[src/rtl/wb_pkg.sv]
package wb_pkg;
    // Pointer command encodings
    typedef enum logic {
        CMD_ADVANCE = 1'b0,
        CMD_FILL    = 1'b1
    } wb_cmd_e;

    // Width of the block-size control field and of the drained-word counter
    localparam int BLK_FIELD_W = 5;
    localparam int BLK_CNT_W   = 16;
endpackage

[src/rtl/wb_store.sv]
module wb_store #(
    parameter int ADDR_W = 4,
    parameter int DATA_W = 8
) (
    input  logic              clk,
    input  logic              we,
    input  logic [ADDR_W-1:0] waddr,
    input  logic [DATA_W-1:0] wdata,
    input  logic              re,
    input  logic [ADDR_W-1:0] raddr,
    output logic [DATA_W-1:0] rdata
);
    localparam int DEPTH = 1 << ADDR_W;

    logic [DATA_W-1:0] mem [DEPTH];
    logic [DATA_W-1:0] rdata_q;

    // Storage array: one direct write port, one registered read port
    always_ff @(posedge clk) begin
        if (we) begin
            mem[waddr] <= wdata;
        end
        if (re) begin
            rdata_q <= mem[raddr];
        end
    end

    assign rdata = rdata_q;
endmodule

[src/rtl/wb_ptrs.sv]
module wb_ptrs
    import wb_pkg::*;
#(
    parameter int ADDR_W = 4
) (
    input  logic              clk,
    input  logic              rst_n,
    input  logic              wr_en,
    input  logic [ADDR_W-1:0] wr_addr,
    input  logic              cmd_valid,
    input  logic              cmd_op,
    input  logic [ADDR_W:0]   cmd_count,
    input  logic              rd_req,
    output logic              wr_accept,
    output logic              rd_fire,
    output logic [ADDR_W:0]   wr_ptr,
    output logic [ADDR_W:0]   rd_ptr,
    output logic [ADDR_W:0]   free_cnt,
    output logic              full,
    output logic              cons_valid,
    output logic              adv_err,
    output logic              underflow
);
    localparam int PTR_W = ADDR_W + 1;
    localparam int DEPTH = 1 << ADDR_W;
    localparam logic [PTR_W-1:0] DEPTH_P = PTR_W'(DEPTH);

    typedef struct packed {
        logic [PTR_W-1:0] wr;
        logic [PTR_W-1:0] rd;
        logic             vld;
        logic             adv_err;
        logic             udf;
    } ptr_state_t;

    ptr_state_t st_d, st_q;

    logic [PTR_W-1:0]  used_w;
    logic [PTR_W-1:0]  free_w;
    logic [ADDR_W-1:0] offs_w;
    logic              occupied_w;
    logic              empty_w;

    always_comb begin
        used_w     = st_q.wr - st_q.rd;
        free_w     = DEPTH_P - used_w;
        empty_w    = (used_w == '0);
        offs_w     = wr_addr - st_q.rd[ADDR_W-1:0];
        occupied_w = ({1'b0, offs_w} < used_w);
        rd_fire    = rd_req && !empty_w;

        st_d     = st_q;
        st_d.vld = rd_fire;
        if (rd_fire) begin
            st_d.rd = st_q.rd + PTR_W'(1);
        end
        if (rd_req && empty_w) begin
            st_d.udf = 1'b1;
        end
        if (cmd_valid) begin
            if (cmd_op == CMD_FILL) begin
                st_d.wr = {~st_q.rd[ADDR_W], st_q.rd[ADDR_W-1:0]};
            end else if (cmd_count > free_w) begin
                st_d.wr      = st_q.wr + free_w;
                st_d.adv_err = 1'b1;
            end else begin
                st_d.wr = st_q.wr + cmd_count;
            end
        end
    end

    always_ff @(posedge clk) begin
        if (!rst_n) begin
            st_q <= '0;
        end else begin
            st_q <= st_d;
        end
    end

    assign wr_accept  = wr_en && !occupied_w;
    assign wr_ptr     = st_q.wr;
    assign rd_ptr     = st_q.rd;
    assign free_cnt   = free_w;
    assign full       = (used_w == DEPTH_P);
    assign cons_valid = st_q.vld;
    assign adv_err    = st_q.adv_err;
    assign underflow  = st_q.udf;

    AST_SPAN_BOUND: assert property (@(posedge clk) disable iff (!rst_n)
        PTR_W'(wr_ptr - rd_ptr) <= DEPTH_P);
    AST_FILL_FULL: assert property (@(posedge clk) disable iff (!rst_n)
        (cmd_valid && cmd_op == CMD_FILL && !rd_req) |=> full);
    AST_RD_STEP: assert property (@(posedge clk) disable iff (!rst_n)
        rd_fire |=> (rd_ptr == $past(rd_ptr) + PTR_W'(1)) && cons_valid);
    AST_EMPTY_NO_VALID: assert property (@(posedge clk) disable iff (!rst_n)
        (rd_req && wr_ptr == rd_ptr) |=> (!cons_valid && $stable(rd_ptr) && underflow));
    AST_UDF_STICKY: assert property (@(posedge clk) disable iff (!rst_n)
        underflow |=> underflow);
    AST_ERR_STICKY: assert property (@(posedge clk) disable iff (!rst_n)
        adv_err |=> adv_err);
endmodule

[src/rtl/wb_tide.sv]
module wb_tide
    import wb_pkg::*;
#(
    parameter int ADDR_W = 4
) (
    input  logic                   clk,
    input  logic                   rst_n,
    input  logic                   mode_block,
    input  logic [ADDR_W:0]        tide_level,
    input  logic [BLK_FIELD_W-1:0] blk_log2,
    input  logic [ADDR_W:0]        free_cnt,
    input  logic                   rd_fire,
    output logic                   tide
);
    localparam int CW = BLK_CNT_W;
    localparam logic [BLK_FIELD_W-1:0] LOG2_CAP = BLK_FIELD_W'(CW);

    typedef struct packed {
        logic [CW-1:0] drained;
        logic          pulse;
    } tide_state_t;

    tide_state_t st_d, st_q;

    logic [BLK_FIELD_W-1:0] k_w;
    logic [CW-1:0]          mask_w;
    logic [CW-1:0]          nxt_w;

    always_comb begin
        k_w    = (blk_log2 > LOG2_CAP) ? LOG2_CAP : blk_log2;
        mask_w = ~({CW{1'b1}} << k_w);
        nxt_w  = st_q.drained + CW'(1);

        st_d       = st_q;
        st_d.pulse = rd_fire && ((nxt_w & mask_w) == '0);
        if (rd_fire) begin
            st_d.drained = nxt_w;
        end
    end

    always_ff @(posedge clk) begin
        if (!rst_n) begin
            st_q <= '0;
        end else begin
            st_q <= st_d;
        end
    end

    assign tide = mode_block ? st_q.pulse : (free_cnt >= tide_level);

    AST_BLK_PULSE_CAUSE: assert property (@(posedge clk) disable iff (!rst_n)
        (mode_block && tide) |-> $past(rd_fire));
endmodule

[src/rtl/wb_xmit_buf.sv]
module wb_xmit_buf
    import wb_pkg::*;
#(
    parameter int ADDR_W = 4,
    parameter int DATA_W = 8
) (
    input  logic                   clk,
    input  logic                   rst_n,
    input  logic                   prod_we,
    input  logic [ADDR_W-1:0]      prod_addr,
    input  logic [DATA_W-1:0]      prod_wdata,
    input  logic                   cmd_valid,
    input  logic                   cmd_op,
    input  logic [ADDR_W:0]        cmd_count,
    input  logic                   mode_block,
    input  logic [ADDR_W:0]        tide_level,
    input  logic [BLK_FIELD_W-1:0] blk_log2,
    input  logic                   cons_rd,
    output logic [DATA_W-1:0]      cons_data,
    output logic                   cons_valid,
    output logic                   full,
    output logic                   tide,
    output logic [ADDR_W:0]        wr_ptr,
    output logic [ADDR_W:0]        rd_ptr,
    output logic                   adv_err,
    output logic                   underflow
);
    logic            wr_accept;
    logic            rd_fire;
    logic [ADDR_W:0] free_cnt;

    wb_ptrs #(.ADDR_W(ADDR_W)) u_ptrs (
        .clk        (clk),
        .rst_n      (rst_n),
        .wr_en      (prod_we),
        .wr_addr    (prod_addr),
        .cmd_valid  (cmd_valid),
        .cmd_op     (cmd_op),
        .cmd_count  (cmd_count),
        .rd_req     (cons_rd),
        .wr_accept  (wr_accept),
        .rd_fire    (rd_fire),
        .wr_ptr     (wr_ptr),
        .rd_ptr     (rd_ptr),
        .free_cnt   (free_cnt),
        .full       (full),
        .cons_valid (cons_valid),
        .adv_err    (adv_err),
        .underflow  (underflow)
    );

    wb_store #(.ADDR_W(ADDR_W), .DATA_W(DATA_W)) u_store (
        .clk   (clk),
        .we    (wr_accept),
        .waddr (prod_addr),
        .wdata (prod_wdata),
        .re    (rd_fire),
        .raddr (rd_ptr[ADDR_W-1:0]),
        .rdata (cons_data)
    );

    wb_tide #(.ADDR_W(ADDR_W)) u_tide (
        .clk        (clk),
        .rst_n      (rst_n),
        .mode_block (mode_block),
        .tide_level (tide_level),
        .blk_log2   (blk_log2),
        .free_cnt   (free_cnt),
        .rd_fire    (rd_fire),
        .tide       (tide)
    );

    AST_FULL_NO_ACCEPT: assert property (@(posedge clk) disable iff (!rst_n)
        full |-> !wr_accept);
endmodule

[config.mk]
export PLATFORM = sky130hd
export DESIGN_NAME = wb_xmit_buf
export DESIGN_NICKNAME = d
export VERILOG_FILES = /design/src/rtl/wb_pkg.sv /design/src/rtl/wb_store.sv /design/src/rtl/wb_ptrs.sv /design/src/rtl/wb_tide.sv /design/src/rtl/wb_xmit_buf.sv
export SDC_FILE = /design/constraint.sdc
export NUM_CORES = 1
export LEC_CHECK = 0
export BUFFER_PORTS_ARGS = -buffer_cell sky130_fd_sc_hd__buf_2
export CORE_ASPECT_RATIO = 0.6
export CORE_MARGIN = 1.5
export CORE_UTILIZATION = 45
export DETAILED_ROUTE_END_ITERATION = 10
export GPL_ROUTABILITY_DRIVEN = 0
export MAX_ROUTING_LAYER = met4
export PLACE_DENSITY = 0.63
export RECOVER_POWER = 100
export SKIP_LAST_GASP = 1
export SYNTH_ARGS = -nofsm -noshare
export SYNTH_HDL_FRONTEND = slang
export SYNTH_SLANG_ARGS = --single-unit
[constraint.sdc]
create_clock -name clk -period 5.55 [get_ports clk]
set_input_delay 0.2775 -clock clk [delete_from_list [all_inputs] [get_ports clk]]
set_output_delay 0.2775 -clock clk [all_outputs]
set_load 0.02 [all_outputs]
==> run summary, run 1 <==
Critical Path Stages -> 22
Detailed Place HPWL -> 11300 microns
Cell Count, Final, Fillers Out -> 834
Crit-path cells -> inv_1 -> ha_1 -> inv_1 -> fa_1 -> a21o_1 -> a21oi_1 -> xnor2_1 -> inv_1 -> ha_1 -> inv_1 -> ha_1 -> a21oi_1 -> o21ai_0 -> o22ai_1 -> o21ai_0 -> ha_1 -> fa_1 -> a21o_1 -> a21oi_1 -> xnor2_1 -> xnor2_1 -> o21ai_0
Slew @ Worst Pin -> 2.46 ns
DP Worst Slack -> 0.739 ns
Synth Net Count -> 598
CTS Buf Count -> 17
Mux cell area share after synthesis -> 0.122
Max-cap violations -> 1
Synth Area in Simple Gates -> 0.0992
TritonCTS clock tree -> yes
Largest family of logic cells by synthesized area -> multiplexers
Synth Register Bits -> 166
Count leader, synth -> edfxtp_1
GRT Overall Usage -> 0.201
Ant diodes -> 0
Reg2reg end -> u_ptrs.wr_ptr[4]
Hold_buf cts -> 0
TritonRoute pass-1 iters -> 5
CP endpoint kind -> register
Clk buf depth -> 2
Top cells by area, synth -> edfxtp_1, mux4_2, dfxtp_1, ha_1, xnor2_1
Die H -> 105 microns
Worst skew pair latency -> 0.42 ns
Crit Path Class -> reg2reg
Share of cells above drive strength 1 -> 0.185
# Post-CTS Setup Buffers -> 0
Syn avg cell area -> 14.7 sq um
Antenna violations before repair -> 1
Final Hold Vio Count -> 0
R2R cell count -> 22
Synth cell types -> 52
Final setup vio count -> 0
Core Footprint -> 17100 sq um
Synth Area in Compound Gates -> 0.0549
Primary FF master, synth -> edfxtp_1
Cell count after placement -> 803
Wire per inst -> 20.0 microns
Initial DRC count -> 403
CP startpoint -> u_ptrs.wr_ptr[0]
Post-synth top area share -> 0.522
Clk sinks -> 166
Relative slew slack -> -0.639
Clock Skew -> 0.0114 ns
Num ports -> 57
ANT nets after route -> 0
Fillers -> 1442
Worst hold path class -> in2reg
Clock root cell -> clkbuf_16
Family with the most delay on the worst path -> compound AO/OA/AOI/OAI gates
Vias in the first global route -> 4440
Total power -> 4.78 mW
Max-slew violations -> 38
PD cells -> 537 nW/um^2
Tmin final -> 4.88 ns
Vias -> 4535
Die area -> 18200 sq um
Net count, final -> 655
RSZ-0062 raised after global routing -> false
Leakage power -> 3.07 nW
Synth Area in Adders -> 0.0557
Grt ovf -> 0
Sequential area share after synthesis -> 0.599
Finished Core Util -> 0.521
Tcrit/Tclk final -> 0.879
Critical Path AT -> 5.18 ns
CP Buf/Inv Count -> 4
Worst setup margin -> 0.673 ns
DRC viols -> 0
Hold slack -> 0.132 ns
PortBufs -> 56
Clock slew at reported path FFs -> 0.07 ns
Ys async rst share -> 0
Required @ worst endpoint -> 5.85 ns
Syn-to-layout area delta -> 13.8%
Critical Path Source Type -> register
DR vias/cell -> 5.44
Total Routed Length -> 16700 microns
Die X -> 173 microns
Outcome -> finished, violations left
Site row count -> 37
Critical Path Sink -> u_ptrs.wr_ptr[4]
Post-layout instance area -> 8900 sq um
Yosys top cell by area -> edfxtp_1
Synth Area in XOR/XNOR -> 0.0437
Mapped Cells -> 531
Post-cts gate resize count -> 0
Starting density of the core -> 0.458
Synth cell count leaders -> edfxtp_1, mux4_2, xnor2_1
FMAX -> 205 MHz
Slack of the worst reg-to-reg path -> 0.67 ns
Post-placement cell area -> 8340 sq um
Failing checks -> capacitance limit, slew limit
Reg2reg start -> u_ptrs.wr_ptr[0]
Crit Path Max Fanout -> 9
Worst path slowest cell -> o22ai_1
CP peak stage delay -> 0.61 ns
First-pass GRT wire length -> 26000 microns
VDD IR-drop max -> 0.383 mV
Mapped Area -> 7820 sq um
Setup total negative slack -> 0 ns
Warnings from Yosys -> 0
H-tree Lvls -> 4
Largest net degree at the start of global routing -> 39
Number of flops mapped to enable cells by yosys -> 136
worst min path at each step:
stage,startpoint,to,slack (ns),depth (start not counted)
after floorplan,prod_wdata[0],u_store.mem[0][0],0.38,0
after CTS,cons_rd,u_ptrs.underflow,0.13,3
after detailed placement,u_ptrs.adv_err,u_ptrs.adv_err,0.46,1
final,cons_rd,u_ptrs.underflow,0.13,3
after global placement,u_ptrs.adv_err,u_ptrs.adv_err,0.45,1
after global routing,cons_rd,u_ptrs.underflow,0.14,3
cell families (layout without fill, tap and decap cells):
logic type,after synthesis,in the layout
buffers and inverters,50,119
muxes,45,45
adders and majority gates,33,33
DFF,166,166
and+or+nand+nor,132,132
xor gates and xnor gates,39,39
AOI/OAI and AO/OA,66,66
worst register-to-register path: cells and delay by family (launching register included):
kind	cells	cell delay (ns)
flops	1	0.34
buf+inv	4	0.24
fa+ha+maj	6	1.81
xor+xnor	3	0.46
compound gates	9	1.88
layout by cell type, fill, tap and decap left out, drive strengths merged, types with 3 or more instances in the layout:
master | netlist | layout
nor2b | 12 | 12
o22ai | 4 | 4
clkbuf | 13 | 50
nand2 | 24 | 24
nand2b | 3 | 3
edfxtp | 136 | 136
a21oi | 17 | 17
nand3 | 9 | 9
mux2i | 4 | 4
or3 | 5 | 5
clkinv | 0 | 4
ha | 30 | 30
dfxtp | 30 | 30
and2 | 26 | 26
a21o | 7 | 7
nor4 | 4 | 4
mux4 | 40 | 40
xnor2 | 31 | 31
nor3 | 8 | 8
nand3b | 4 | 4
a21boi | 6 | 6
nor2 | 16 | 16
fa | 3 | 3
nand4 | 8 | 8
xor2 | 8 | 8
buf | 11 | 29
bufinv | 0 | 3
and3 | 4 | 4
inv | 26 | 31
o21ai | 17 | 17
registers in the layout, summed over array words and instances (netlist names):
| signal | flops |
|---|---|
| u_ptrs.adv_err | 1 |
| u_ptrs.cons_valid | 1 |
| u_ptrs.rd_ptr | 5 |
| u_ptrs.underflow | 1 |
| u_ptrs.wr_ptr | 5 |
| u_store.mem | 128 |
| u_store.rdata | 8 |
| u_tide.st_q | 17 |
layer usage:
metal  routed length (microns)  part of all wire  vias up  track usage
met5                         0                 0        -            -
met4                       116            0.0070        0       0.0509
met3                       991             0.059       13       0.0451
met2                      6880              0.41      135        0.273
met1                      8680              0.52     2251        0.303
li1                          -                 -     2136            -
layout make-up:
type | count | area, sq um | area share
sequential | 166 | 4680 | 0.526
multi-input combinational | 315 | 2930 | 0.330
clock buffer | 17 | 425 | 0.0478
tap | 234 | 293 | 0.0329
timing repair buffer | 62 | 272 | 0.0305
clock inverter | 14 | 194 | 0.0218
inverter | 26 | 97.6 | 0.0110
power breakdown:
group,internal [mW],switching (mW),total [mW]
clock,0.720,0.511,1.23
combinational,0.871,1.15,2.02
sequential,1.48,0.0532,1.53
total,3.07,1.71,4.78
Power figures use the tool's default switching activity.
==> run 2, diff against run 1 <==
Settings changed: RECOVER_POWER 100 to default.
==> run 2 against run 1 <==
  * The run now ends clean
  * Clock skew fell by 0.0016 ns
  * Core utilization is 0.33 points higher
  * Global-route usage unchanged
  * Critical path depth unchanged
  * Clock-buffer cell count unchanged
  * First-iteration DRC count is 3.2% higher
  * Setup slack gained 0.0055 ns
  * Final area grew 0.63%
  * Combinational power about the same
  * Largest power group unchanged
==> run summary, run 2 (synthesis gave the netlist of run 1 again) <==
Setup total negative slack -> 0 ns (unchanged)
H-tree Lvls -> 4 (unchanged)
Largest register FFs -> 128 (unchanged)
Crit Path Max Fanout -> 9 (unchanged)
Final setup vio count -> 0 (unchanged)
GRT Overall Usage -> 0.201 (unchanged)
DRC viols -> 0 (unchanged)
Reg2reg start -> u_ptrs.wr_ptr[0]
Largest net degree at the start of global routing -> 39 (unchanged)
Core Footprint -> 17100 sq um (unchanged)
RSZ-0062 raised after global routing -> false
Worst skew pair latency -> 0.42 ns (about the same)
Min-delay src -> cons_rd
Total Routed Length -> 16600 microns (-0.28%)
Clk sinks -> 166 (unchanged)
Fillers -> 1425 (-1.2%)
Clock slew at reported path FFs -> 0.07 ns (about the same)
CTS Buf Count -> 17 (unchanged)
TritonRoute pass-1 iters -> 5 (unchanged)
Final Hold Vio Count -> 0 (unchanged)
Num ports -> 57 (unchanged)
Leakage power -> 3.20 nW (+4.4%)
Worst path slowest cell -> o22ai_1
FF+latch area -> 4690 sq um (about the same)
Site row count -> 37 (unchanged)
Net count, final -> 655 (unchanged)
Tmin final -> 4.87 ns (-0.00550 ns)
Max-slew violations -> 0 (-100%)
Share of cells above drive strength 1 -> 0.243 (+0.0583)
Syn-to-layout area delta -> 14.6%
Wire per inst -> 19.9 microns (-0.28%)
Clock Skew -> 0.00988 ns (-0.00156 ns)
Detailed Place HPWL -> 11300 microns (unchanged)
First-pass GRT wire length -> 26000 microns (unchanged)
Slew @ Worst Pin -> 1.07 ns (-1.39 ns)
Clk buf depth -> 2 (unchanged)
Required @ worst endpoint -> 5.85 ns (about the same)
Post-placement cell area -> 8340 sq um (unchanged)
Total power -> 4.78 mW (about the same)
Finished Core Util -> 0.524 (+0.00330)
Outcome -> finished, final reports clean
Starting density of the core -> 0.458 (unchanged)
Commonest cells after routing, fill and taps aside -> edfxtp_1, buf_2, mux4_2
# Post-CTS Setup Buffers -> 0 (unchanged)
Die H -> 105 microns (unchanged)
Crit-path cells -> inv_1 -> ha_1 -> inv_1 -> fa_1 -> a21o_1 -> a21oi_1 -> xnor2_1 -> inv_1 -> ha_1 -> inv_1 -> ha_1 -> a21oi_1 -> o21ai_0 -> o22ai_1 -> o21ai_0 -> ha_1 -> fa_1 -> a21o_1 -> a21oi_1 -> xnor2_1 -> xnor2_1 -> o21ai_0
Die area -> 18200 sq um (unchanged)
Cell count after placement -> 803 (unchanged)
PortBufs -> 56 (unchanged)
VDD IR-drop max -> 0.383 mV (about the same)
Largest Register -> u_store.mem
Initial DRC count -> 416 (+3.2%)
Multi-input logic area -> 2930 sq um (unchanged)
Vias in the first global route -> 4440 (unchanged)
PD cells -> 534 nW/um^2 (-0.56%)
CP endpoint kind -> register
Die X -> 173 microns (unchanged)
Ant diodes -> 0 (unchanged)
Cell Count, Final, Fillers Out -> 834 (unchanged)
Hold_buf cts -> 0 (unchanged)
Grt ovf -> 0 (unchanged)
Clock root cell -> clkbuf_16
FMAX -> 205 MHz (+0.11%)
Vias -> 4566 (+0.68%)
Relative slew slack -> 0.286 (+0.925)
Max-cap violations -> 0 (-1)
Critical Path AT -> 5.17 ns (about the same)
Post-cts gate resize count -> 0 (unchanged)
Antenna violations before repair -> 1 (unchanged)
Post-layout instance area -> 8960 sq um (+0.63%)
Worst hold path class -> in2reg
CP peak stage delay -> 0.61 ns (about the same)
Tcrit/Tclk final -> 0.878 (-0.000991)
Critical Path Source Type -> register
Crit Path Class -> reg2reg
CP startpoint -> u_ptrs.wr_ptr[0]
ANT nets after route -> 0 (unchanged)
TritonCTS clock tree -> yes
Most common cell after layout, fill and taps aside -> edfxtp_1
DR vias/cell -> 5.47 (+0.68%)
-- run 2: cell count changes in the layout (fill, tap and decap cells not counted) --
cell / before / now
buf_2: 28 / 56
and2_1: 4 / 26
clkbuf_1: 33 / 0
and2_0: 22 / 0
buf_4: 1 / 6
dfxtp_2: 0 / 2
dfxtp_1: 30 / 28
-- run 2: final timing paths --
check | cells past startpoint | end | slack, ns
worst max register to register | 22 | u_ptrs.wr_ptr[4] | 0.68
worst min register to register | 1 | u_ptrs.adv_err | 0.47
worst max-delay path | 22 | u_ptrs.wr_ptr[4] | 0.68
worst min-delay path | 3 | u_ptrs.underflow | 0.13
-- run 2: final cells by class --
type / instances / area share
Sequential cell: 166 / 0.523
Multi-Input combinational cell: 315 / 0.328
Clock buffer: 17 / 0.0475
Timing Repair Buffer: 62 / 0.0363
Tap cell: 234 / 0.0327
Clock inverter: 14 / 0.0217
Inverter: 26 / 0.0109
-- run 2: critical path, delay by kind of cell, from the launching register on --
kind / cells / cell delay (ns)
AO/OA/AOI/OAI: 9 / 1.87
adder cells (fa/ha/maj): 6 / 1.81
XOR/XNOR: 3 / 0.46
flip-flops: 1 / 0.34
buffers and inverters: 4 / 0.24
-- run 2: metal layers --
metal	global-route usage	routed length (microns)
met1	0.303	8560
met2	0.273	6890
met3	0.0451	1080
met4	0.0509	93
met5	-	0
-- run 2: power breakdown --
group	total, mW	switching [mW]	internal [mW]
clock	1.23	0.511	0.720
combinational	2.03	1.14	0.884
sequential	1.53	0.0514	1.47
-- run 2: through the flow --
stage / hold WS [ns] / setup slack [ns]
final: 0.132 / 0.679
after global routing: 0.136 / 0.238
after CTS: 0.128 / 0.705
after detailed placement: 0.456 / 0.739
after global placement: 0.446 / 0.903
after floorplan: 0.376 / 0.448
